===== src/rtl/sb_issue_core.sv =====
`timescale 1ns/1ps
module sb_issue_core #(
  parameter int NREG    = 16,
  parameter int W       = 16,
  parameter int ADD_LAT = 4,
  parameter int MUL_LAT = 6,
  parameter int CW      = 32
) (
  input  logic                    clk,
  input  logic                    rst_n,
  input  logic                    fwd_en,
  input  logic                    in_valid,
  input  logic                    in_op,
  input  logic [$clog2(NREG)-1:0] in_rd,
  input  logic [$clog2(NREG)-1:0] in_rs1,
  input  logic [$clog2(NREG)-1:0] in_rs2,
  output logic                    in_ready,
  output logic                    wb_valid,
  output logic [$clog2(NREG)-1:0] wb_rd,
  output logic [W-1:0]            wb_data,
  input  logic [$clog2(NREG)-1:0] rf_addr,
  output logic [W-1:0]            rf_data,
  output logic [CW-1:0]           cycle_count
);
  localparam int RA = $clog2(NREG);
  localparam int MAXLAT = (ADD_LAT > MUL_LAT) ? ADD_LAT : MUL_LAT;
  localparam int LW = $clog2(MAXLAT + 1);

  logic [W-1:0]    rf [NREG];
  logic [NREG-1:0] pend;

  logic          d_valid, d_op;
  logic [RA-1:0] d_rd, d_rs1, d_rs2;

  logic [1:0]    u_busy;
  logic [LW-1:0] u_cnt [2];
  logic [RA-1:0] u_rd  [2];
  logic [W-1:0]  u_res [2];
  logic          add_first;

  logic [1:0] fin, grant, ufree;
  logic       issue, ok1, ok2, dst_ok;
  logic [W-1:0] op_a, op_b, sum, prod;

  for (genvar k = 0; k < 2; k++) begin : g_unit
    assign fin[k]   = u_busy[k] && (u_cnt[k] == LW'(1));
    assign ufree[k] = !u_busy[k] || grant[k];
  end

  assign grant[0] = fin[0] && (!fin[1] || add_first);
  assign grant[1] = fin[1] && !grant[0];

  function automatic logic src_ready(input logic [RA-1:0] r);
    src_ready = !pend[r] || (wb_valid && wb_rd == r) ||
                (fwd_en && ((fin[0] && u_rd[0] == r) || (fin[1] && u_rd[1] == r)));
  endfunction

  function automatic logic [W-1:0] src_val(input logic [RA-1:0] r);
    if (fwd_en && fin[0] && u_rd[0] == r)      src_val = u_res[0];
    else if (fwd_en && fin[1] && u_rd[1] == r) src_val = u_res[1];
    else if (wb_valid && wb_rd == r)           src_val = wb_data;
    else                                       src_val = rf[r];
  endfunction

  assign ok1    = src_ready(d_rs1);
  assign ok2    = src_ready(d_rs2);
  assign dst_ok = !pend[d_rd] || (wb_valid && wb_rd == d_rd);
  assign issue  = d_valid && ufree[d_op] && ok1 && ok2 && dst_ok;
  assign in_ready = !d_valid || issue;

  assign op_a = src_val(d_rs1);
  assign op_b = src_val(d_rs2);
  assign sum  = op_a + op_b;
  assign prod = op_a * op_b;
  assign rf_data = rf[rf_addr];

  always_ff @(posedge clk or negedge rst_n) begin
    if (!rst_n) begin
      cycle_count <= '0;
      d_valid <= 1'b0;
      d_op    <= 1'b0;
      d_rd    <= '0;
      d_rs1   <= '0;
      d_rs2   <= '0;
      wb_valid <= 1'b0;
      wb_rd    <= '0;
      wb_data  <= '0;
      pend     <= '0;
      u_busy   <= '0;
      add_first <= 1'b0;
      for (int k = 0; k < 2; k++) begin
        u_cnt[k] <= '0;
        u_rd[k]  <= '0;
        u_res[k] <= '0;
      end
      for (int i = 0; i < NREG; i++) rf[i] <= W'(i);
    end else begin
      cycle_count <= cycle_count + CW'(1);
      if (in_ready) begin
        d_valid <= in_valid;
        d_op    <= in_op;
        d_rd    <= in_rd;
        d_rs1   <= in_rs1;
        d_rs2   <= in_rs2;
      end
      wb_valid <= |grant;
      if (grant[0]) begin
        wb_rd   <= u_rd[0];
        wb_data <= u_res[0];
      end else if (grant[1]) begin
        wb_rd   <= u_rd[1];
        wb_data <= u_res[1];
      end
      if (wb_valid) begin
        rf[wb_rd]   <= wb_data;
        pend[wb_rd] <= 1'b0;
      end
      if (issue) begin
        pend[d_rd] <= 1'b1;
        add_first  <= d_op;
      end
      for (int k = 0; k < 2; k++) begin
        if (issue && d_op == 1'(k)) begin
          u_busy[k] <= 1'b1;
          u_cnt[k]  <= (k == 0) ? LW'(ADD_LAT) : LW'(MUL_LAT);
          u_rd[k]   <= d_rd;
          u_res[k]  <= (k == 0) ? sum : prod;
        end else if (grant[k]) begin
          u_busy[k] <= 1'b0;
        end else if (u_busy[k] && u_cnt[k] > LW'(1)) begin
          u_cnt[k] <= u_cnt[k] - LW'(1);
        end
      end
    end
  end

  a_r6_decode_hold: assert property (@(posedge clk) disable iff (!rst_n)
    d_valid && !issue |=> d_valid && $stable(d_op) && $stable(d_rd) && $stable(d_rs1) && $stable(d_rs2));

  for (genvar k = 0; k < 2; k++) begin : g_chk
    a_r3_unit_countdown: assert property (@(posedge clk) disable iff (!rst_n)
      u_busy[k] && u_cnt[k] > LW'(1) |=> u_busy[k] && u_cnt[k] == $past(u_cnt[k]) - LW'(1));
  end

  a_r8_wb_to_pending: assert property (@(posedge clk) disable iff (!rst_n)
    wb_valid |-> pend[wb_rd]);

  a_r7_wb_clears: assert property (@(posedge clk) disable iff (!rst_n)
    wb_valid && !(issue && d_rd == wb_rd) |=> !pend[$past(wb_rd)]);

  a_r9_rf_commit: assert property (@(posedge clk) disable iff (!rst_n)
    wb_valid |=> rf[$past(wb_rd)] == $past(wb_data));

  a_r4_no_early_use: assert property (@(posedge clk) disable iff (!rst_n)
    !fwd_en && issue |-> (!pend[d_rs1] || (wb_valid && wb_rd == d_rs1)) &&
                         (!pend[d_rs2] || (wb_valid && wb_rd == d_rs2)));

  a_r10_counter_step: assert property (@(posedge clk) disable iff (!rst_n)
    rst_n |=> cycle_count == $past(cycle_count) + CW'(1));
endmodule


===== config.mk =====
export PLATFORM = sky130hd
export DESIGN_NAME = sb_issue_core
export DESIGN_NICKNAME = d
export VERILOG_FILES = /design/src/rtl/sb_issue_core.sv
export SDC_FILE = /design/constraint.sdc
export NUM_CORES = 1
export LEC_CHECK = 0
export ABC_CLOCK_PERIOD_IN_PS = 9500
export BUFFER_PORTS_ARGS = -buffer_cell sky130_fd_sc_hd__buf_2
export CAP_MARGIN = 25
export CORE_ASPECT_RATIO = 1.75
export CORE_MARGIN = 2
export CORE_UTILIZATION = 62
export CTS_CLUSTER_DIAMETER = 100
export DETAILED_ROUTE_END_ITERATION = 10
export GPL_TIMING_DRIVEN = 0
export PLACE_DENSITY = 0.8
export SETUP_SLACK_MARGIN = 0.2
export SLEW_MARGIN = 25
export SYNTH_ARGS = -nofsm -noshare
export SYNTH_HDL_FRONTEND = slang
export SYNTH_SLANG_ARGS = --single-unit

===== constraint.sdc =====
create_clock -name clk -period 9.5 [get_ports clk]
set_clock_uncertainty 0.05 [all_clocks]
set_input_delay 0.95 -clock clk [delete_from_list [all_inputs] [get_ports clk]]
set_output_delay 0.95 -clock clk [all_outputs]
set_load 0.005 [all_outputs]

### Yosys cells after proc, flatten, opt, wreduce, memory -nomap -nowiden

Index checks and enable logic that the tools add are counted.

| word-level totals | value |
|---|---|
| register bits after elaboration | 388 |
| latch bits | 0 |
| bits in writable memories | 0 |
| memory bits (read-only) | 0 |
| input bits | 21 |
| output and inout port bits | 70 |
| word-level logic and storage cells | 176 |
| memories kept | 0 |

| operators by class | value |
|---|---|
| add/sub/neg operators | 4 |
| multiply operators | 1 |
| div/mod/pow operators | 0 |
| order comparisons | 14 |
| equal/unequal tests | 11 |
| shift operators | 0 |
| muxes and demuxes | 46 |
| bitwise operators | 8 |
| reduce and logical (&&, ||, !) cells | 57 |

Operators with widths:

| operator | number |
|---|---|
| 16-bit 2-to-1 mux | 17 |
| 256-bit bitwise mux | 1 |
| 16-bit binary-select mux with 4-bit select | 3 |
| 16-bit demux with 4-bit select | 1 |
| 32-bit by 1-bit adder with 32-bit output, second input constant | 1 |
| 1-bit logical AND | 30 |
| 4-bit == test | 7 |
| 5-bit greater-or-equal comparator, second input constant | 4 |
| 4-bit by 5-bit less-than comparator with 1-bit output, second input constant | 4 |
| 4-bit NOT with 5-bit output | 4 |
| 3-bit 2-to-1 mux | 6 |
| 16-bit adder | 1 |
| 16-bit bitwise AND | 1 |
| 16-bit by 16-bit multiplier with 16-bit output | 1 |
| 16-bit NOT | 1 |
| 16-bit bitwise OR | 1 |
| 1-bit binary-select mux with 4-bit select | 3 |
| 1-bit logical OR | 11 |
| 1-bit 2-to-1 mux | 11 |
| 2-bit nonzero test | 5 |
| 1-bit demux with 4-bit select | 2 |
| 4-bit by 1-bit greater-or-equal comparator with 1-bit output, second input constant | 2 |
| 1-bit logical NOT | 8 |
| 4-bit 2-to-1 mux | 2 |
| other kinds (9) | 14 |

### Longest topological paths before layout

| logic depth | value |
|---|---|
| word-level depth | 17 |
| depth in mapped cells | 38 |
| depth with buffers taken out | 32 |

### Worst setup path after synthesis

Ideal clock, no wire load.

| timing | value |
|---|---|
| path type | flip-flop to flip-flop |
| start point | register d_rs2[0] |
| end point | register u_res[15] (netlist name) |
| library setup time | 0.076 ns |
| arrival | 7.338 ns |
| required time | 9.374 ns |
| path slack | 2.035 ns |
| stages on the path, launching flop included | 33 |
| buffers on the path | 6 |
| clock period less this slack | 7.465 ns |
| cell sequence | dfrtp_1 -> buf_6 -> buf_6 -> buf_4 -> buf_4 -> buf_2 -> mux4_2 -> a22o_1 -> a221oi_1 -> a221oi_1 -> clkbuf_1 -> and2_1 -> fa_1 -> inv_1 -> fa_1 -> inv_1 -> ha_1 -> inv_1 -> fa_1 -> inv_1 -> fa_1 -> inv_1 -> fa_1 -> inv_1 -> ha_1 -> inv_1 -> o21bai_1 -> a21oi_1 -> nor2b_1 -> o21a_1 -> o41ai_1 -> xnor3_1 -> o21ai_1 |

| on the way | value |
|---|---|
| word-level cells in the longest chain between the ends | 8 |
| elaborated cells on any way between the ends | 26 |
| classes of those cells | mul: 1; eq/ne: 3; mux: 8; bitwise: 1; reduce/logical: 13 |

Ends and longest elaborated chain:

| element | RTL line | source |
|---|---|---|
| start, declared | 33 | `logic [RA-1:0] d_rd, d_rs1, d_rs2;` |
| start signal, assigned | 104 | `d_rs2 <= in_rs2;` |
| 4-bit NOT with 5-bit output (implied by the code) (tied with other cells) | 62 | `else src_val = rf[r];` |
| 16-bit binary-select mux with 4-bit select (tied with other cells) | 62 |  |
| 16-bit 2-to-1 mux (implied by the code) (tied with other cells) (2 in series) | 62 |  |
| 16-bit 2-to-1 mux or 1-bit logical OR (tied branches) | 61, 54 |  |
| 16-bit 2-to-1 mux or 1-bit logical AND (tied branches) | 60, 68 |  |
| 16-bit 2-to-1 mux or 1-bit logical AND (tied branches) | 59, 68 |  |
| 16-bit by 16-bit multiplier with 16-bit output or 1-bit logical AND (tied branches) | 74, 123 |  |
| end signal, assigned by index | 127 | `u_res[k] <= (k == 0) ? sum : prod;` |
| end, declared | 38 | `logic [W-1:0] u_res [2];` |

Several ways; a longest one is shown, not always the timed one. The select of a mux whose other input is x is not followed.
A chain may end at the register's enable or synchronous reset.

### Worst setup path in the final report

| timing | value |
|---|---|
| start point | register d_rs1[1] |
| end point | register u_res[15] (netlist name) |

| on the way | value |
|---|---|
| word-level cells in the longest chain between the ends | 9 |
| elaborated cells on any way between the ends | 27 |
| classes of those cells | mul: 1; eq/ne: 3; mux: 8; bitwise: 1; reduce/logical: 14 |

Ends and longest elaborated chain:

| element | RTL line | source |
|---|---|---|
| start, declared | 33 |  |
| start signal, assigned | 103 | `d_rs1 <= in_rs1;` |
| branches (longest 9 deep; another with 16-bit by 16-bit multiplier with 16-bit output) | - |  |

Parallel ways; which one is timed is not known. The select of a mux whose other input is x is not followed.

==> flow_summary.yaml <==
status:
  outcome: "completed"
placement:
  placed_cell_area_sq_um: 28400
  gp_congestion: 1.06
  numPortBuffers: 86
  placed_cells: 2954
  dp_hpwl_mm: 78.8
  pre_cts_ws_ps: -328
clock_network:
  cts_tree: "done"
  insertion_delay_ps: 560
  numClockSinks: 388
  cts-htree-levels: 2
  cts_hold_buf: 0
  cts-root-buf: "clkbuf_16"
  clock_path_buffers: 3
  numCtsBuffers: 38
  clk_pin_slew_worst_paths_ps: 70
floorplanning:
  rows: 101
  dieArea_sq_um: 45500
  die_height_um: 281
  boundaryPins: 91
  start_util_pct: 62.6
  chipWidth_um: 162
  core-area_sq_um: 43300
sta:
  period_minus_slack_ps: 9220
  slew_headroom_pct: 17.7
  fmax_mhz: 108
  tightest_slew_ps: 1240
  setup_viol: 0
  drv_slew: 0
  hold_viol_final: 0
  rsz0062_at_grt: "no"
  period_share_pct: 97.1
  layout_setup_ws_ps: 279
route:
  num_vias: 22108
  totalWireLength_mm: 107
  drtIter0Drc: 2648
  ant_nets: 0
  drc_errors: 0
  wire_per_inst_um: 35.5
  vias_per_cell: 7.31
  first_pass_iters: 8
power:
  ir_worst_vdd_mv: 0.328
  p_per_area_nw_per_um2: 388
  p_leak_nw: 13.4
  p_total_mw: 11.5
worst_setup_path:
  slowest_delay_ps: 690
  endpoint_kind: "register"
  worstPathRequired_ps: 9920
  path_class: "register to register"
  critPathMostFrequentCell: "inv_1"
  critPathLaunchType: "register"
  crit_arrival_ps: 9640
  cp_max_fo: 10
  crit_slowest_cell: "fa_1"
yosys:
  synth_top_area_share_pct: 32.8
  yosysTopAreaCell: "dfrtp_1"
  synth_area_sq_um: 27100
  ys_top_cells_by_area: "dfrtp_1 33%, mux4_2 17%, mux2_2 11%"
  syn_avg_cell_area_sq_um: 11.8
  async_reset_ff_share_pct: 100
  synthFlopType: "dfrtp_1"
  synth_cells: 2295
  synth-seq-area-share_pct: 35.9
  syn-num-nets: 2467
  yosys_register_bits: 388
  synth_edf_count: 0
  ys_types: 90
  yosysWarnings: 0
min_path:
  hp-class: "primary input to asynchronous set/reset pin"
finish:
  final_area_sq_um: 29800
  drive_gt1_share_pct: 31.2
  regArea_sq_um: 9750
  area_growth_pct: 9.82
  final_util_pct: 68.7
  fillers: 3197
  multi_input_area_sq_um: 16000
  final_cell_count_no_fill: 3026
  fin_nets: 2606
grt:
  grt_pass1_wl_mm: 156
  grt_usage_pct: 48.8
  grt_max_degree: 91
  grt_overflow_total: 0
  antenna_found_initial: 4
  grt_pass1_vias: 23260
flow_run:
  maxCapViolations: 0
[state kept, by name, summed over array words and instances, names as in the netlist]
| name | flops |
|---|---|
| d_valid | 1 |
| d_rs1 | 4 |
| u_res | 32 |
| wb_data | 16 |
| d_op | 1 |
| u_cnt | 6 |
| cycle_count | 32 |
| d_rs2 | 4 |
| add_first | 1 |
| rf | 256 |
| pend | 16 |
| u_rd | 8 |
| u_busy | 2 |
| wb_rd | 4 |
| wb_valid | 1 |
| d_rd | 4 |
[path summary, 6_finish.rpt]
path / slack, ps / from / end / cells after the start
max: 280 / d_rs1[1] / u_res[15] / 36
min in group clk: 430 / cycle_count[31] / cycle_count[31] / 1
max reg2reg: 280 / d_rs1[1] / u_res[15] / 36
max in group asynchronous: 7820 / rst_n / u_cnt[5] / 3
min reg2reg: 430 / cycle_count[31] / cycle_count[31] / 1
min: 310 / rst_n / rf[250] / 1
[cell usage after synthesis, drive strengths merged, types with 6 or more instances]
| cell type | number |
|---|---|
| a21o | 9 |
| a21oi | 34 |
| a221oi | 21 |
| a22o | 7 |
| a22oi | 22 |
| a31oi | 7 |
| and2 | 15 |
| and3 | 14 |
| buf | 79 |
| clkbuf | 88 |
| dfrtp | 356 |
| dfstp | 32 |
| fa | 80 |
| ha | 71 |
| inv | 173 |
| mux2 | 253 |
| mux2i | 54 |
| mux4 | 208 |
| nand2 | 196 |
| nand2b | 19 |
| nand3 | 26 |
| nand3b | 9 |
| nand4 | 11 |
| nor2 | 131 |
| nor2b | 18 |
| nor3 | 28 |
| o211ai | 13 |
| o21ai | 98 |
| o21bai | 8 |
| o22ai | 32 |
| o31ai | 11 |
| or2 | 6 |
| xnor2 | 74 |
| xor2 | 29 |
[placed cells by master (no fill, tap or decap), types with 14 or more instances in the layout]
master	synthesis	layout
mux2_2	253	253
o22ai_1	32	32
mux4_2	201	201
dfrtp_1	356	356
xor2_1	29	29
nor3_1	27	27
inv_1	169	168
ha_1	71	71
and3_1	14	14
nor2b_1	18	18
xnor2_1	74	73
buf_6	10	15
a221oi_1	17	17
buf_1	26	14
o21ai_0	94	94
nand2b_1	19	19
clkbuf_16	0	39
fa_1	80	80
clkbuf_2	1	17
a22oi_1	22	22
buf_4	13	17
and2_1	15	15
mux2i_1	54	54
nand2_1	196	194
nand3_1	25	24
buf_2	27	119
dfstp_2	32	32
nor2_1	129	125
clkbuf_1	87	80
a21oi_1	33	32
[through the flow]
step	TNS, ps	hold slack, ps
floorplan	0	415
global placement	-490	412
detailed placement	-328	414
CTS	0	330
global route	0	367
finish	0	313
[cells by family (layout without fill, tap and decap cells)]
| logic type | Yosys count | count (layout) | synth area share [%] |
|---|---|---|---|
| muxes | 515 | 515 | 29.9 |
| xor gates and xnor gates | 107 | 107 | 3.66 |
| DFF | 388 | 388 | 35.9 |
| other | 0 | 1 | 0 |
| buffers and inverters | 341 | 505 | 5.47 |
| and+or+nand+nor | 488 | 488 | 8.25 |
| adders and majority gates | 151 | 151 | 9.18 |
| AOI/OAI and AO/OA | 305 | 305 | 7.64 |
[worst max-delay path: cells and delay by family (launching register included)]
family	cells	cell delay, ps
fa+ha+maj	7	2760
simple gates	6	870
flops	1	560
compound gates	9	1900
buf+inv	12	2250
mux	1	230
xor+xnor	1	470
[metal layers]
metal | global-route usage (%) | up-vias | routed length, um
met5 | 1.22 | - | 77
met4 | 51.7 | 4 | 15200
met3 | 18.0 | 835 | 11600
met2 | 76.7 | 1721 | 50100
met1 | 47.1 | 10979 | 30400
li1 | - | 8569 | -
[repair_timing]
action / 4_1_cts / 5_1_grt
endpoints found under the hold margin: 0 / 0
setup endpoints to repair: 3 / 4
pin swaps: 0 / 2
setup buffers: 0 / 4
resized for setup: 7 / 23
[power by group]
group	switching, mW	internal (mW)	total [mW]
logic	4.35	2.82	7.17
clock network	0.682	0.824	1.51
registers	0.648	2.22	2.87
total	5.68	5.87	11.5
[layout make-up]
type | instances | area share [%]
clock buffer | 57 | 3.81
buffer | 167 | 3.01
timing repair buffer | 99 | 2.10
tap | 566 | 2.38
sequential | 388 | 32.7
antenna | 1 | 0.00840
clock inverter | 8 | 0.155
multi-input combinational | 1566 | 53.6
inverter | 174 | 2.19
Power figures use the tool's default switching activity.
